$ cat src/rtl/kbd_scan_pkg.sv
package kbd_scan_pkg;
  localparam int CODE_W = 8;

  typedef enum logic {
    POLICY_LOCKOUT  = 1'b0,
    POLICY_ROLLOVER = 1'b1
  } keyPolicy_e;

  typedef struct packed {
    logic              push;
    logic [CODE_W-1:0] code;
  } keyStrobe_t;
endpackage

$ cat src/rtl/kbd_scan_ctrl.sv
module kbd_scan_ctrl
  import kbd_scan_pkg::*;
#(
  parameter int ROWS     = 8,
  parameter int COLS     = 8,
  parameter int PRESCALE = 16
) (
  input  logic       clk,
  input  logic       rstN,
  input  logic [7:0] retLn,
  input  logic       shiftIn,
  input  logic       rolloverMode,
  input  logic       decodeScan,
  output logic [7:0] scanOut,
  output keyStrobe_t keyStb
);
  localparam int PRE_W = (PRESCALE > 1) ? $clog2(PRESCALE) : 1;
  localparam logic [PRE_W-1:0] PRE_LAST = PRE_W'(PRESCALE - 1);
  localparam logic [2:0] LAST_ROW = 3'(ROWS - 1);
  localparam logic [7:0] COL_MASK = 8'((1 << COLS) - 1);

  logic [PRE_W-1:0] preCnt;
  logic [2:0]       rowIdx;
  logic             scanTick;
  logic [7:0][7:0]  prevMap, heldMap, nextMap;
  logic [7:0]       rowClosed, candMask, pickMask;
  logic [2:0]       pickCol;
  logic             anyCand, soleKey, allowEntry;
  keyPolicy_e       policy;

  assign policy   = keyPolicy_e'(rolloverMode);
  assign scanTick = (preCnt == PRE_LAST);

  // Row currently driven: closed keys read low
  assign rowClosed = ~retLn & COL_MASK;
  assign candMask  = rowClosed & prevMap[rowIdx] & ~heldMap[rowIdx];

  always_comb begin
    pickCol = '0;
    anyCand = 1'b0;
    for (int c = 7; c >= 0; c--) begin
      if (candMask[c]) begin
        pickCol = 3'(c);
        anyCand = 1'b1;
      end
    end
  end

  always_comb begin
    nextMap         = prevMap;
    nextMap[rowIdx] = rowClosed;
  end

  assign soleKey    = ($countones(nextMap) == 1);
  assign allowEntry = anyCand && ((policy == POLICY_ROLLOVER) || soleKey);
  assign pickMask   = allowEntry ? (8'b1 << pickCol) : 8'b0;

  always_ff @(posedge clk or negedge rstN) begin
    if (!rstN) begin
      preCnt  <= '0;
      rowIdx  <= '0;
      prevMap <= '0;
      heldMap <= '0;
    end else begin
      preCnt <= scanTick ? '0 : preCnt + 1'b1;
      if (scanTick) begin
        rowIdx          <= (rowIdx == LAST_ROW) ? 3'd0 : rowIdx + 3'd1;
        prevMap[rowIdx] <= rowClosed;
        heldMap[rowIdx] <= (heldMap[rowIdx] & rowClosed) | pickMask;
      end
    end
  end

  assign keyStb.push = scanTick && allowEntry;
  assign keyStb.code = {shiftIn, 1'b0, rowIdx, pickCol};

  assign scanOut = decodeScan ? (8'b1 << rowIdx) : {5'b0, rowIdx};
endmodule

$ cat src/rtl/kbd_key_fifo.sv
module kbd_key_fifo
  import kbd_scan_pkg::*;
#(
  parameter int FIFO_DEPTH = 8
) (
  input  logic       clk,
  input  logic       rstN,
  input  keyStrobe_t keyStb,
  input  logic       rdEn,
  input  logic       rdSel,
  output logic [7:0] rdData,
  output logic       irqReq,
  output logic [$clog2(FIFO_DEPTH+1)-1:0] fifoLevel
);
  localparam int PTR_W = $clog2(FIFO_DEPTH);
  localparam int CNT_W = $clog2(FIFO_DEPTH + 1);
  localparam logic [CNT_W-1:0] FULL_LVL = CNT_W'(FIFO_DEPTH);
  localparam logic [PTR_W-1:0] LAST_PTR = PTR_W'(FIFO_DEPTH - 1);

  logic [CODE_W-1:0] mem [FIFO_DEPTH];
  logic [PTR_W-1:0]  wrPtr, rdPtr;
  logic [CNT_W-1:0]  count, countNext;
  logic [7:0]        lastData, statusWord;
  logic              ovfFlag, undFlag;
  logic              dataRd, statusRd, doPop, doPush, ovfSet, undSet;

  function automatic logic [PTR_W-1:0] bumpPtr(input logic [PTR_W-1:0] p);
    return (p == LAST_PTR) ? '0 : p + 1'b1;
  endfunction

  assign dataRd   = rdEn && !rdSel;
  assign statusRd = rdEn && rdSel;
  assign doPop    = dataRd && (count != '0);
  assign doPush   = keyStb.push && ((count != FULL_LVL) || doPop);
  assign ovfSet   = keyStb.push && (count == FULL_LVL) && !doPop;
  assign undSet   = dataRd && (count == '0);
  assign countNext = count + CNT_W'(doPush) - CNT_W'(doPop);
  assign statusWord = {2'b00, ovfFlag, undFlag, 4'(count)};

  always_ff @(posedge clk) begin
    if (doPush) mem[wrPtr] <= keyStb.code;
  end

  always_ff @(posedge clk or negedge rstN) begin
    if (!rstN) begin
      wrPtr    <= '0;
      rdPtr    <= '0;
      count    <= '0;
      rdData   <= '0;
      lastData <= '0;
      ovfFlag  <= 1'b0;
      undFlag  <= 1'b0;
      irqReq   <= 1'b0;
    end else begin
      if (doPush) wrPtr <= bumpPtr(wrPtr);
      if (doPop)  rdPtr <= bumpPtr(rdPtr);
      count <= countNext;
      if (statusRd) begin
        rdData <= statusWord;
      end else if (doPop) begin
        rdData   <= mem[rdPtr];
        lastData <= mem[rdPtr];
      end else if (undSet) begin
        rdData <= lastData;
      end
      ovfFlag <= (ovfFlag && !statusRd) || ovfSet;
      undFlag <= (undFlag && !statusRd) || undSet;
      irqReq  <= (countNext != '0) && !dataRd;
    end
  end

  assign fifoLevel = count;
endmodule

$ cat src/rtl/kbd_matrix_ctrl.sv
module kbd_matrix_ctrl
  import kbd_scan_pkg::*;
#(
  parameter int ROWS       = 8,
  parameter int COLS       = 8,
  parameter int PRESCALE   = 16,
  parameter int FIFO_DEPTH = 8
) (
  input  logic       clk,
  input  logic       rstN,
  input  logic [7:0] retLn,
  input  logic       shiftIn,
  input  logic       rolloverMode,
  input  logic       decodeScan,
  input  logic       rdEn,
  input  logic       rdSel,
  output logic [7:0] scanOut,
  output logic [7:0] rdData,
  output logic       irqReq
);
  localparam int CNT_W = $clog2(FIFO_DEPTH + 1);

  keyStrobe_t       keyStb;
  logic [CNT_W-1:0] fifoLevel;

  kbd_scan_ctrl #(
    .ROWS(ROWS), .COLS(COLS), .PRESCALE(PRESCALE)
  ) ctrl_i (
    .clk(clk), .rstN(rstN), .retLn(retLn), .shiftIn(shiftIn),
    .rolloverMode(rolloverMode), .decodeScan(decodeScan),
    .scanOut(scanOut), .keyStb(keyStb)
  );

  kbd_key_fifo #(
    .FIFO_DEPTH(FIFO_DEPTH)
  ) fifo_i (
    .clk(clk), .rstN(rstN), .keyStb(keyStb), .rdEn(rdEn), .rdSel(rdSel),
    .rdData(rdData), .irqReq(irqReq), .fifoLevel(fifoLevel)
  );
endmodule

$ cat config.mk
export PLATFORM = sky130hd
export DESIGN_NAME = kbd_matrix_ctrl
export DESIGN_NICKNAME = d
export VERILOG_FILES = /design/src/rtl/kbd_scan_pkg.sv /design/src/rtl/kbd_scan_ctrl.sv /design/src/rtl/kbd_key_fifo.sv /design/src/rtl/kbd_matrix_ctrl.sv
export SDC_FILE = /design/constraint.sdc
export NUM_CORES = 1
export LEC_CHECK = 0
export BUFFER_PORTS_ARGS = -buffer_cell sky130_fd_sc_hd__clkbuf_2
export CELL_PAD_IN_SITES_DETAIL_PLACEMENT = 0
export CELL_PAD_IN_SITES_GLOBAL_PLACEMENT = 2
export CORE_UTILIZATION = 46
export DETAILED_ROUTE_END_ITERATION = 7
export GPL_TIMING_DRIVEN = 0
export PLACE_DENSITY_LB_ADDON = 0.3
export SLEW_MARGIN = 10
export SYNTH_ARGS = -nofsm -noshare
export SYNTH_HDL_FRONTEND = slang
export SYNTH_HIERARCHICAL = 1
export SYNTH_SLANG_ARGS = --single-unit
$ cat constraint.sdc
create_clock -name clk -period 24.3 [get_ports clk]
set_input_delay 4.86 -clock clk [delete_from_list [all_inputs] [get_ports clk]]
set_output_delay 4.86 -clock clk [all_outputs]
set_load 0.005 [all_outputs]
==> qor.yml <==
synth:
  synthXorXnorAreaFrac: 0.00207
  synth_cell_type_count: 81
  ys_seq_area_frac: 0.474
  dominantRegCellSynth: "dfrtp_1"
  synth-compound-area-share: 0.154
  synth_mux_area_frac: 0.0839
  synthArstFlopShare: 0.719
  avgSynthCellArea_um2: 11.1
  syn_area_mm2: 0.0127
  synth_top_family_by_area: "compound AO/OA/AOI/OAI gates"
  yosysWarnings: 6
  synth.area.top_cells: "dfrtp_1, edfxtp_1, fa_1"
  synth_top_area_cell: "dfrtp_1"
  synth-adder-area-share: 0.117
  synth_top_area_frac: 0.323
  synthSimpleGateAreaFrac: 0.115
  syn-instance-count: 1149
  netlist_top_cells_count: "dfrtp_1, nand2_1, o21ai_0, nor2_1, a21oi_1"
  synth_edf_count: 64
  synth-seq-cells: 228
  synth_nets: 1250
critical_path:
  ff2ff_setup_slack_ns: 12.94
  crit_family: "adder cells"
  cp_data_required_time_ns: 24.70
  crit_top_cell: "fa_1"
  r2r_start: "ctrl_i/rowIdx[2]"
  critPathKind: "in -> reg"
  arrival_ns: 14.62
  start_kind: "primary input"
  reg2reg_to: "fifo_i/irqReq"
  worstRegToRegCells: 34
  crit_buf_inv: 9
  cpPeakStageDelay_ns: 0.73
  end_kind: "register"
  critical-path-slowest-cell: "a211oi_1"
  worst-path-max-fanout: 10
final_layout:
  antenna-diode-count: 0
  layoutNonFillerInstCount: 1559
  syn_to_final_growth_pct: 11.8
  finalNetCount: 1300
  drive_above_1_share: 0.144
floorplan:
  core_area_mm2: 0.0270
  fp.dieW_um: 168
  dieArea_mm2: 0.0283
  io_pins: 32
  start_util: 0.471
  num_rows: 60
  die_h_um: 168
routing:
  wl_per_cell_um: 24.0
  drt_wl_total_mm: 37.4
  drt_pass1_iterations: 5
  routed_via_density: 5.82
  drt-initial-drc-count: 749
  ant_nets: 0
  drc: 0
  dr_total_vias: 9074
place:
  gp_congestion: 0.919
  portBuffers: 22
  post-place-ws_ns: 9.56
  dp_hpwl_mm: 27.4
  placed_cells: 1513
timing:
  hold_viol_final: 0
  rsz0062_at_grt: "no"
  slew_headroom: 0.317
  max_freq_mhz: 70.3
  period_share: 0.585
  max_slew.worst_pin.slew_ns: 1.02
  finalCriticalPeriod_ns: 14.22
  finClkSkew_ns: 0.0163
  worst_slack_ns: 10.08
  timing.hold.ws_ns: 0.479
  finalMaxSlewViolations: 0
  finalSetupViolations: 0
  finalSetupTns_ns: 0
clock_tree:
  cts_buffer_depth: 3
  cts_root_buf: "clkbuf_16"
  postCtsSetupRepairBufs: 0
  cts_tree: "done"
  htree_levels: 1
  cts_resized: 0
  cts_hold_buf: 0
  clock_latency_ns: 0.53
  cts_sinks: 228
  clk_pin_slew_ns: 0.06
  cts_buffers: 25
run:
  cap_violations: 0
global_route:
  grt_overflow: 0
  grt_pass1_vias: 9402
  antenna_found_initial: 0
  grt.total_usage: 0.277
  grt_pass1_wl_mm: 58.3
  grt_max_degree: 89
hold_path:
  min_from: "ctrl_i/heldMap[21]"
  min_to: "ctrl_i/heldMap[21]"
  hold_class: "reg -> reg"
  min_path_cells: 2
power:
  powerDensity_mw_per_mm2: 81.7
  p_leak_nw: 6.26
  ir_worst_vdd_uv: 49.6
run_status:
  status: "finished, final reports clean"
report_power, final:
group / total [mW] / switching [mW] / internal [mW]
logic: 0.315 / 0.168 / 0.147
clock network: 0.418 / 0.157 / 0.261
registers: 0.429 / 0.0145 / 0.414
total: 1.16 / 0.340 / 0.822
worst max-delay path by stage:
stage	from	to	slack (ns)	cells past startpoint
finish	retLn[7]	fifo_i/irqReq	10.08	29
global route	retLn[7]	fifo_i/irqReq	9.70	29
CTS	retLn[7]	fifo_i/irqReq	10.10	29
detailed placement	retLn[7]	fifo_i/mem[5][3]	9.56	25
global placement	retLn[7]	fifo_i/mem[1][3]	9.23	25
floorplan	retLn[1]	fifo_i/irqReq	11.60	29
layout by cell type (no fill, tap or decap), types with 5 or more instances in the layout:
master     netlist  final
nand2_1        164    164
dfrtp_1        164    164
o21ai_0        120    120
nor2_1          95     95
a21oi_1         79     79
inv_1           64     64
edfxtp_1        64     64
fa_1            55     55
clkbuf_1        41     43
ha_1            31     31
clkbuf_16        0     27
clkbuf_2         0     21
mux4_2          20     20
o31ai_1         17     17
mux2i_1         14     14
a221o_1         13     13
mux2_2          12     12
and3_1          11     11
nand3_1         11     11
mux2_4          10     10
clkbuf_8         3      9
buf_6            9      9
buf_2            9      9
o21ai_1          9      9
nor2b_1          8      8
nand2b_1         8      8
buf_4            6      6
mux4_1           6      6
buf_1            5      5
nor3_1           7      5
worst register-to-register path: cells and delay by family (launching register included):
kind / cells / cell delay, ns
fa+ha+maj: 12 / 5.25
compound gates: 6 / 2.33
buf+inv: 13 / 2.12
simple gates: 3 / 1.01
flops: 1 / 0.52
stage by stage:
stage / total power [mW] / cell area, um^2 / util
finish: 1.16 / 14200 / 0.526
global route: 1.24 / 14200 / 0.526
CTS: 1.17 / 14200 / 0.526
detailed placement: 0.755 / 13300 / 0.492
global placement: 0.747 / 13300 / 0.491
floorplan: 0.671 / 12700 / -
kinds of logic (layout without fill, tap and decap cells):
kind of cell	Yosys count	count (layout)
flops	228	228
mux	65	65
compound gates	295	295
fa+ha+maj	86	86
xor+xnor	3	3
other cells	1	1
buf+inv	141	210
simple gates	330	330
layout make-up:
class / instances / area [um^2]
plain buffers: 74 / 425
well taps: 341 / 427
clock inverters: 11 / 164
multi-input cells: 780 / 6030
inverters: 67 / 251
repair buffers: 23 / 146
fillers: 2458 / 12800
clock buffers: 35 / 759
flip-flops and latches: 228 / 6030
metal layers:
| metal | track usage | part of all wire | vias up |
|---|---|---|---|
| li1 | - | - | 4148 |
| met1 | 0.378 | 0.43 | 4548 |
| met2 | 0.459 | 0.48 | 308 |
| met3 | 0.0369 | 0.060 | 70 |
| met4 | 0.0901 | 0.033 | 0 |
| met5 | 0 | 0 | - |
flip-flops by register name, summed over array words and instances, names as in the netlist, 3 cells and up:
name	flops
fifo_i/lastData	8
fifo_i/fifoLevel	4
fifo_i/mem	64
ctrl_i/prevMap	64
ctrl_i/heldMap	64
fifo_i/wrPtr	3
fifo_i/rdPtr	3
fifo_i/rdData	8
ctrl_i/preCnt	4
ctrl_i/rowIdx	3
(Power assumes the default switching activity.)
